==> config.mk <==
export PLATFORM = sky130hd
export DESIGN_NAME = ber_alarm_mon
export DESIGN_NICKNAME = d
export VERILOG_FILES = /design/src/rtl/ber_mon_pkg.sv /design/src/rtl/ber_chan.sv /design/src/rtl/ber_status.sv /design/src/rtl/ber_alarm_mon.sv
export SDC_FILE = /design/constraint.sdc
export NUM_CORES = 1
export LEC_CHECK = 0
export BUFFER_PORTS_ARGS = -buffer_cell sky130_fd_sc_hd__buf_2
export CAP_MARGIN = 30
export CORE_MARGIN = 2
export CORE_UTILIZATION = 51
export DETAILED_ROUTE_END_ITERATION = 10
export GPL_ROUTABILITY_DRIVEN = 0
export PLACE_DENSITY = 0.74
export SLEW_MARGIN = 20
export SYNTH_ARGS = -nofsm -noshare
export SYNTH_HDL_FRONTEND = slang
export SYNTH_SLANG_ARGS = --single-unit
==> constraint.sdc <==
create_clock -name clk -period 13.2 [get_ports clk]
set_clock_uncertainty 0.2 [all_clocks]
set_input_delay 2.64 -clock clk [delete_from_list [all_inputs] [get_ports clk]]
set_output_delay 2.64 -clock clk [all_outputs]
set_load 0.02 [all_outputs]
==> src/rtl/ber_mon_pkg.sv <==
package ber_mon_pkg;
   typedef enum logic {
      MODE_LEAKY = 1'b0,
      MODE_RATE  = 1'b1
   } ber_mode_e;

   localparam int N_CH    = 2;
   localparam int CH_DEG  = 0;
   localparam int CH_FAIL = 1;
endpackage

==> src/rtl/ber_chan.sv <==
module ber_chan
   import ber_mon_pkg::*;
#(
   parameter int ERRW = 12,
   parameter int ACCW = 19,
   parameter int WINW = 20,
   parameter int DECW = 15
) (
   input  logic            clk,
   input  logic            rst_n,
   input  logic            sync_lost,
   input  logic            frm_stb,
   input  ber_mode_e       mode,
   input  logic [ERRW-1:0] err,
   input  logic [WINW-1:0] win_len,
   input  logic [ACCW-1:0] set_th,
   input  logic [ACCW-1:0] clr_th,
   input  logic [DECW-1:0] dec_val,
   output logic            alarm,
   output logic            evt
);
   localparam int SUMW = ACCW + 1;

   logic [ACCW-1:0] acc_q, acc_d, sum, dec_ext;
   logic [SUMW-1:0] sum_w;
   logic [WINW-1:0] wcnt_q, wcnt_d, last_idx;
   logic            win_end, alarm_q, alarm_d;

   always_comb begin
      sum_w    = SUMW'(acc_q) + SUMW'(err);
      sum      = sum_w[ACCW] ? {ACCW{1'b1}} : sum_w[ACCW-1:0];
      dec_ext  = ACCW'(dec_val);
      last_idx = (win_len == '0) ? '0 : win_len - WINW'(1);
      win_end  = frm_stb && !sync_lost && (wcnt_q >= last_idx);

      alarm_d = alarm_q;
      if (win_end) begin
         if (mode == MODE_RATE)
            alarm_d = (sum >= set_th);
         else if (alarm_q)
            alarm_d = !(sum < clr_th);
         else
            alarm_d = (sum >= set_th);
      end

      if (sync_lost) begin
         acc_d  = '0;
         wcnt_d = '0;
      end else if (!frm_stb) begin
         acc_d  = acc_q;
         wcnt_d = wcnt_q;
      end else if (!win_end) begin
         acc_d  = sum;
         wcnt_d = wcnt_q + WINW'(1);
      end else begin
         wcnt_d = '0;
         if (mode == MODE_RATE)
            acc_d = '0;
         else
            acc_d = (sum > dec_ext) ? sum - dec_ext : '0;
      end
   end

   always_ff @(posedge clk) begin
      if (!rst_n) begin
         acc_q   <= '0;
         wcnt_q  <= '0;
         alarm_q <= 1'b0;
      end else begin
         acc_q   <= acc_d;
         wcnt_q  <= wcnt_d;
         alarm_q <= alarm_d;
      end
   end

   assign alarm = alarm_q;
   assign evt   = win_end && (alarm_d != alarm_q);
endmodule

==> src/rtl/ber_status.sv <==
module ber_status #(
   parameter int N = 2
) (
   input  logic         clk,
   input  logic         rst_n,
   input  logic [N-1:0] evt,
   input  logic         clr_on_rd,
   input  logic         rd,
   input  logic         wr,
   input  logic [N-1:0] wdata,
   input  logic [N-1:0] mask,
   output logic [N-1:0] status,
   output logic         irq
);
   logic [N-1:0] st_q, clr_vec;

   always_comb begin
      if (clr_on_rd)
         clr_vec = {N{rd}};
      else
         clr_vec = wr ? wdata : '0;
   end

   always_ff @(posedge clk) begin
      if (!rst_n)
         st_q <= '0;
      else
         st_q <= evt | (st_q & ~clr_vec);
   end

   assign status = st_q;
   assign irq    = |(st_q & ~mask);
endmodule

==> src/rtl/ber_alarm_mon.sv <==
module ber_alarm_mon
   import ber_mon_pkg::*;
#(
   parameter int ERRW = 12,
   parameter int ACCW = 19,
   parameter int WINW = 20,
   parameter int DECW = 15
) (
   input  logic            clk,
   input  logic            rst_n,
   input  logic            frm_stb,
   input  logic [ERRW-1:0] sec_err,
   input  logic [ERRW-1:0] line_err,
   input  logic            src_line,
   input  logic            sync_lost,
   input  logic            rate_mode,
   input  logic [WINW-1:0] deg_win,
   input  logic [ACCW-1:0] deg_set,
   input  logic [ACCW-1:0] deg_clr,
   input  logic [DECW-1:0] deg_dec,
   input  logic [WINW-1:0] fail_win,
   input  logic [ACCW-1:0] fail_set,
   input  logic [ACCW-1:0] fail_clr,
   input  logic [DECW-1:0] fail_dec,
   input  logic            clr_on_rd,
   input  logic            stat_rd,
   input  logic            stat_wr,
   input  logic [1:0]      stat_wdata,
   input  logic [1:0]      irq_mask,
   output logic [1:0]      status,
   output logic            irq,
   output logic            deg_alarm,
   output logic            fail_alarm
);
   if (ERRW > ACCW) begin : g_bad_errw
      $error("ERRW must not exceed ACCW");
   end
   if (DECW > ACCW) begin : g_bad_decw
      $error("DECW must not exceed ACCW");
   end
   if (WINW < 1) begin : g_bad_winw
      $error("WINW must be at least 1");
   end

   logic [ERRW-1:0] err_sel;
   ber_mode_e       mode;
   logic [WINW-1:0] win_a [N_CH];
   logic [ACCW-1:0] set_a [N_CH];
   logic [ACCW-1:0] clr_a [N_CH];
   logic [DECW-1:0] dec_a [N_CH];
   logic [N_CH-1:0] alarm_v, evt_v;

   assign err_sel = src_line ? line_err : sec_err;
   assign mode    = ber_mode_e'(rate_mode);

   assign win_a[CH_DEG]  = deg_win;
   assign set_a[CH_DEG]  = deg_set;
   assign clr_a[CH_DEG]  = deg_clr;
   assign dec_a[CH_DEG]  = deg_dec;
   assign win_a[CH_FAIL] = fail_win;
   assign set_a[CH_FAIL] = fail_set;
   assign clr_a[CH_FAIL] = fail_clr;
   assign dec_a[CH_FAIL] = fail_dec;

   for (genvar c = 0; c < N_CH; c++) begin : g_ch
      ber_chan #(
         .ERRW(ERRW), .ACCW(ACCW), .WINW(WINW), .DECW(DECW)
      ) u_chan (
         .clk      (clk),
         .rst_n    (rst_n),
         .sync_lost(sync_lost),
         .frm_stb  (frm_stb),
         .mode     (mode),
         .err      (err_sel),
         .win_len  (win_a[c]),
         .set_th   (set_a[c]),
         .clr_th   (clr_a[c]),
         .dec_val  (dec_a[c]),
         .alarm    (alarm_v[c]),
         .evt      (evt_v[c])
      );
   end

   ber_status #(.N(N_CH)) u_status (
      .clk      (clk),
      .rst_n    (rst_n),
      .evt      (evt_v),
      .clr_on_rd(clr_on_rd),
      .rd       (stat_rd),
      .wr       (stat_wr),
      .wdata    (stat_wdata),
      .mask     (irq_mask),
      .status   (status),
      .irq      (irq)
   );

   assign deg_alarm  = alarm_v[CH_DEG];
   assign fail_alarm = alarm_v[CH_FAIL];
endmodule

==> flow_summary.json, run 1 <==
{
  "postPlaceCellArea_mm2": 0.0116,
  "insertion_delay_ns": 0.35,
  "yosys.area.top_type": "ha_1",
  "nets": 1933,
  "drv_cap": 0,
  "syn2layout_area_growth_pct": 14.3,
  "synth_cell_types": 75,
  "die-area_mm2": 0.0216,
  "hold_violations": 0,
  "setup_viol": 0,
  "powerDensity_mw_per_mm2": 72.5,
  "peakVddDrop_v": 0.0000617,
  "cp-startpoint": "src_line",
  "postCtsSetupRepairBufs": 0,
  "drive_above_1_share_pct": 15.8,
  "antenna_cells": 0,
  "seqCellArea_mm2": 0.00164,
  "clock_path_buffers": 2,
  "ys_seq_area_share_pct": 15.8,
  "netlist_top_cells_count": "ha_1, nand2_1, inv_1, nor2_1, a21oi_1",
  "postRouteAntennaNets": 0,
  "synthCells": 1395,
  "whs_path_depth": 2,
  "synth_area_leaders": "ha_1, dfxtp_1, a21oi_1, nand2_1, xor2_1",
  "crit_fanout": 17,
  "required_ns": 13.23,
  "grt_pass1_wl_um": 44400,
  "hpwl_um": 21700,
  "ys_ff_latch": 82,
  "num_rows": 52,
  "syn_nets": 1754,
  "grt_antenna_before_repair": 0,
  "ios": 188,
  "fill_cells": 1893,
  "die_height_um": 147,
  "worstPathArrival_ns": 7.90,
  "syn_area_mm2": 0.0104,
  "synthArstFlopShare_pct": 0,
  "fmax_mhz": 127,
  "design_area_mm2": 0.0119,
  "reg2reg_to": "g_ch[0].u_chan.acc_q[18]",
  "cts_tree": "yes",
  "drt-pass1-iter-count": 6,
  "drc_errors": 0,
  "yosysMostFrequentCell": "ha_1",
  "synth_warnings": 0,
  "post-route-period-util_pct": 59.6,
  "crit_type": "in2reg",
  "multiInputGateArea_mm2": 0.00813,
  "ys.flop_type": "dfxtp_1",
  "initial_core_util_pct": 51.7,
  "core_area_mm2": 0.0201,
  "cts_inserted_buffers": 9,
  "setup.worst_path.end_class": "flop",
  "whs_ns": 0.284,
  "hold_path.class": "reg2reg",
  "cts_resized": 0,
  "critPathLaunchType": "input pin",
  "power_leakage_nw": 5.93,
  "critPathCapture": "g_ch[0].u_chan.acc_q[18]",
  "fin_util_pct": 59.1,
  "rr_worst_depth": 17,
  "netlist.area_leader.share_pct": 20.7,
  "drtIter0Drc": 684,
  "period_needed_ns": 7.86,
  "grt_pass1_vias": 9737,
  "cts.sinks": 82,
  "clock-root-buffer": "clkbuf_16",
  "worst_pin_slew_ns": 0.879,
  "synth-edff-count": 0,
  "htreeDepth": 3,
  "drv_slew": 0,
  "overflow": 0,
  "num_vias": 10382,
  "fp.dieW_um": 147,
  "max-slew-margin-rel_pct": 41.2,
  "status": "finished clean",
  "rsz0062_at_grt": "false",
  "clk_pin_slew_ns": 0.06,
  "setup-tns-final_ns": 0,
  "holdBufCountCts": 0,
  "wl_um": 26500,
  "viasPerCell": 5.61,
  "track_usage_pct": 24.3,
  "io_buffer_count": 187,
  "grt_max_degree": 41,
  "wl_per_cell_um": 14.3,
  "postSynthAreaPerCell_um2": 7.46,
  "ff2ff_setup_slack_ns": 7.95,
  "worstReg2RegStart": "g_ch[0].u_chan.acc_q[2]"
}
cells by family (layout without fill, tap and decap cells):
group	count (synthesis)	count (layout)	synth area share, %
multiplexers	16	16	1.73
flip-flops	82	82	15.8
AND/OR/NAND/NOR	493	493	22.9
buffers and inverters	162	346	6.09
XOR/XNOR	113	113	9.51
adder cells (fa/ha/maj)	176	176	21.5
AO/OA/AOI/OAI	353	353	22.6
final cells by class:
cell class	instances	share of cell area, %
Sequential cell	82	13.8
Inverter	137	4.33
Clock inverter	6	0.411
Multi-Input combinational cell	1151	68.4
Tap cell	270	2.84
Clock buffer	10	1.93
Timing Repair Buffer	193	8.25
power by group:
part | leakage (nW) | internal [mW] | total (mW) | switching [mW]
clock network | 0.138 | 0.130 | 0.238 | 0.108
registers | 0.663 | 0.251 | 0.255 | 0.00350
logic | 5.13 | 0.161 | 0.369 | 0.208
through the flow:
step | power (mW) | setup WS, ns | instances
3_3_place_gp | 0.617 | 5.08 | 1832
6_report | 0.861 | 5.34 | 1849
3_5_place_dp | 0.623 | 4.91 | 1832
5_1_grt | 0.925 | 4.96 | 1849
2_1_floorplan | 0.527 | 5.82 | 1395
4_1_cts | 0.864 | 5.26 | 1848
sequential cells by signal, summed over array words and instances (netlist names):
signal / flops
u_status.status: 2
g_ch.u_chan.alarm: 2
g_ch.u_chan.acc_q: 38
g_ch.u_chan.wcnt_q: 40
metal layers:
layer  track usage [%]  wire [um]  vias up
met2              41.9      12100      276
li1                  -          -     5359
met4              6.41        474        0
met1              32.6      12700     4713
met5                 0          0        -
met3              2.20       1190       34
layout by cell type (no fill, tap or decap), types with 10 or more instances in the layout:
cell / n
a31oi_1: 10
o21a_1: 18
mux2_2: 12
xnor2_1: 52
nand4_1: 24
nand2b_1: 23
a21o_1: 32
dfxtp_1: 82
ha_1: 172
a222oi_1: 13
a21oi_1: 115
inv_1: 137
o21ai_0: 58
o211ai_1: 10
and3_1: 21
nor2_1: 137
a211oi_1: 14
nand2_1: 145
xor2_1: 61
nor3_1: 31
buf_2: 187
nand3_1: 41
nor4_1: 10
nor2b_1: 13
worst min-delay path by stage:
stage | startpoint | end | slack [ns]
global placement | g_ch[0].u_chan.acc_q[10] | g_ch[0].u_chan.acc_q[10] | 0.28
CTS | g_ch[0].u_chan.acc_q[10] | g_ch[0].u_chan.acc_q[10] | 0.29
global route | g_ch[0].u_chan.acc_q[10] | g_ch[0].u_chan.acc_q[10] | 0.31
floorplan | g_ch[0].u_chan.acc_q[10] | g_ch[0].u_chan.acc_q[10] | 0.25
finish | g_ch[0].u_chan.acc_q[10] | g_ch[0].u_chan.acc_q[10] | 0.28
detailed placement | g_ch[0].u_chan.acc_q[10] | g_ch[0].u_chan.acc_q[10] | 0.28
worst max-delay path, stage by stage:
cell and delay (ns):
buf_2 0.23, mux2_2 0.40, ha_1 0.37, o211ai_1 0.12, o211a_1 0.28, o31ai_4 0.39
nand3_1 0.59, nand2b_1 0.46, inv_1 0.10, fa_1 0.42, nand2b_1 0.19, a21oi_1 0.26
o211ai_1 0.12, and2_1 0.20, o311ai_0 0.47, a211oi_1 0.20, nor4b_1 0.20, xnor2_1 0.16
o21ai_1 0.08
Note: power is estimated with default switching activity, not from simulation.
==> run 2: changes to the inputs <==
ABC_AREA = 1   (was not set)
PLACE_DENSITY = 0.73   (was 0.74)
clock period = 7.3 ns   (was 13.2 ns; I/O delays follow)
==> flow_summary.json, run 2 <==
{
  "grt_antenna_before_repair": 0,
  "track_usage_pct": 24.5,
  "top_register": "g_ch.u_chan.wcnt_q",
  "worstPathArrival_ns": 5.78,
  "hpwl_um": 24300,
  "status": "finished clean",
  "cts_resized": 0,
  "post-route-period-util_pct": 78.2,
  "layout_common_cells": "nand2_1, inv_1, buf_2",
  "yosysMostFrequentCell": "nand2_1",
  "ff2ff_setup_slack_ns": 3.03,
  "design_area_mm2": 0.0128,
  "clk_pin_slew_ns": 0.06,
  "holdBufCountCts": 0,
  "drv_cap": 0,
  "crit_type": "in2reg",
  "finalPower_mw": 1.60,
  "place_ws_ns": 1.28,
  "reg2reg_to": "g_ch[0].u_chan.acc_q[11]",
  "io_buffer_count": 187,
  "num_vias": 11738,
  "largest_reg_flops": 40,
  "max-slew-margin-rel_pct": 38.6,
  "final_common_cell": "nand2_1",
  "viasPerCell": 5.24,
  "netlist.area_leader.share_pct": 19.0,
  "postSynthAreaPerCell_um2": 6.35,
  "synthCells": 1781,
  "drtIter0Drc": 644,
  "syn_area_mm2": 0.0113,
  "clock-root-buffer": "clkbuf_16",
  "syn_nets": 2140,
  "cts_inserted_buffers": 9,
  "clock_path_buffers": 2,
  "drive_above_1_share_pct": 15.5,
  "min_from": "g_ch[0].u_chan.acc_q[18]",
  "hold_violations": 0,
  "grt_pass1_wl_um": 49100,
  "antenna_cells": 0,
  "rr_worst_depth": 24,
  "synth_cell_types": 55,
  "drc_errors": 0,
  "finalNonFillerCells": 2240,
  "powerDensity_mw_per_mm2": 126,
  "postPlaceCellArea_mm2": 0.0125,
  "num_rows": 54,
  "setup_viol": 0,
  "overflow": 0,
  "drv_slew": 0,
  "setup_slack_ns": 1.59,
  "die-area_mm2": 0.0234,
  "initial_core_util_pct": 51.8,
  "htreeDepth": 3,
  "setup-tns-final_ns": 0,
  "worst_pin_slew_ns": 0.918,
  "netlist_top_cells_count": "nand2_1, inv_1, nor2_1",
  "fp.dieW_um": 153,
  "cts.sinks": 82,
  "nets": 2314,
  "core_area_mm2": 0.0218,
  "wl_per_cell_um": 13.0,
  "whs_path_depth": 2,
  "reg_top3": "g_ch.u_chan.wcnt_q (40), g_ch.u_chan.acc_q (38)",
  "synthArstFlopShare_pct": 0,
  "synth-edff-count": 0,
  "cts_tree": "yes",
  "synth_warnings": 0,
  "ios": 188,
  "period_needed_ns": 5.71,
  "critPathLaunchType": "input pin",
  "postCtsSetupRepairBufs": 0,
  "dp.cells": 2224,
  "holdPathEnd": "g_ch[0].u_chan.acc_q[18]",
  "synth_area_leaders": "ha_1, dfxtp_1, nand2_1, inv_1, nor2_1",
  "crit_fanout": 16,
  "die_height_um": 153,
  "postRouteAntennaNets": 0,
  "setup.worst_path.end_class": "flop",
  "hold_path.class": "reg2reg",
  "drt-pass1-iter-count": 5,
  "worstReg2RegStart": "g_ch[0].u_chan.acc_q[9]",
  "grt_max_degree": 53,
  "peakVddDrop_v": 0.000101,
  "ys_ff_latch": 82,
  "required_ns": 7.37,
  "ys_seq_area_share_pct": 14.5,
  "rsz0062_at_grt": "false",
  "grt_pass1_vias": 10972,
  "fmax_mhz": 175,
  "insertion_delay_ns": 0.34,
  "syn2layout_area_growth_pct": 12.9,
  "yosys.area.top_type": "ha_1",
  "ys.flop_type": "dfxtp_1",
  "power_leakage_nw": 6.68,
  "wl_um": 29100
}
==> run 2: logic make-up after synthesis <==
group,after synthesis,synth area share [%]
compound gates,266,13.1
fa+ha+maj,176,19.7
xor+xnor,64,4.96
mux,12,1.20
flops,82,14.5
buf+inv,300,10.4
simple gates,881,36.1
==> run 2: per-layer routing <==
layer / part of all wire [%] / wire [um] / track usage [%] / up-vias
met4: 1.5 / 433 / 6.00 / 0
met2: 45 / 13000 / 41.6 / 317
met1: 48 / 14000 / 33.2 / 5157
met5: 0 / 0 / 0 / -
met3: 5.7 / 1670 / 2.92 / 26
li1: - / - / - / 6238
==> run 2: through the flow <==
step | util (%) | hold WS [ns]
6_report | 58.5 | 0.266
5_1_grt | 58.5 | 0.305
4_1_cts | 58.5 | 0.270
3_5_place_dp | 57.1 | 0.262
3_3_place_gp | 57.1 | 0.254
2_1_floorplan | - | 0.245
==> run 2: worst max-delay path by stage <==
stage	from	end	slack [ns]
after detailed placement	src_line	g_ch[0].u_chan.acc_q[11]	1.28
after global routing	src_line	g_ch[0].u_chan.acc_q[11]	1.12
after CTS	src_line	g_ch[0].u_chan.acc_q[11]	1.63
final	src_line	g_ch[0].u_chan.acc_q[11]	1.59
after global placement	src_line	g_ch[0].u_chan.acc_q[11]	1.40
after floorplan	src_line	g_ch[1].u_chan.acc_q[16]	1.88
==> run 2: worst max-delay path, cell delays in order <==
cell      delay [ns]
buf_2           0.24
mux2_2          0.41
ha_1            0.36
nand2_2         0.13
inv_2           0.05
nand2_1         0.06
nand2_1         0.07
a21oi_1         0.18
nand2_1         0.11
nand3_1         0.08
clkinv_1        0.22
nor2_1          0.27
inv_1           0.15
ha_1            0.30
nand2_1         0.11
o21ai_0         0.35
nand4_1         0.14
nand2_1         0.17
a21oi_1         0.11
nand2_1         0.09
nand2_2         0.07
nand3_4         0.19
nand3_1         0.16
nor2_1          0.14
nor2_1          0.05
nor2_1          0.08
==> run 2: area by class of cell <==
type / count / area (um2)
clock buffer: 9 / 225
clock inverter: 7 / 81.3
fill: 2168 / 9050
inverter: 275 / 1030
multi-input combinational: 1399 / 8490
sequential: 82 / 1640
tap: 280 / 350
timing repair buffer: 188 / 943
==> run 2: report_power, final <==
group / total (mW) / switching (mW) / internal, mW
clock network: 0.471 / 0.200 / 0.271
registers: 0.460 / 0.00594 / 0.454
logic: 0.671 / 0.407 / 0.265
total: 1.60 / 0.613 / 0.990
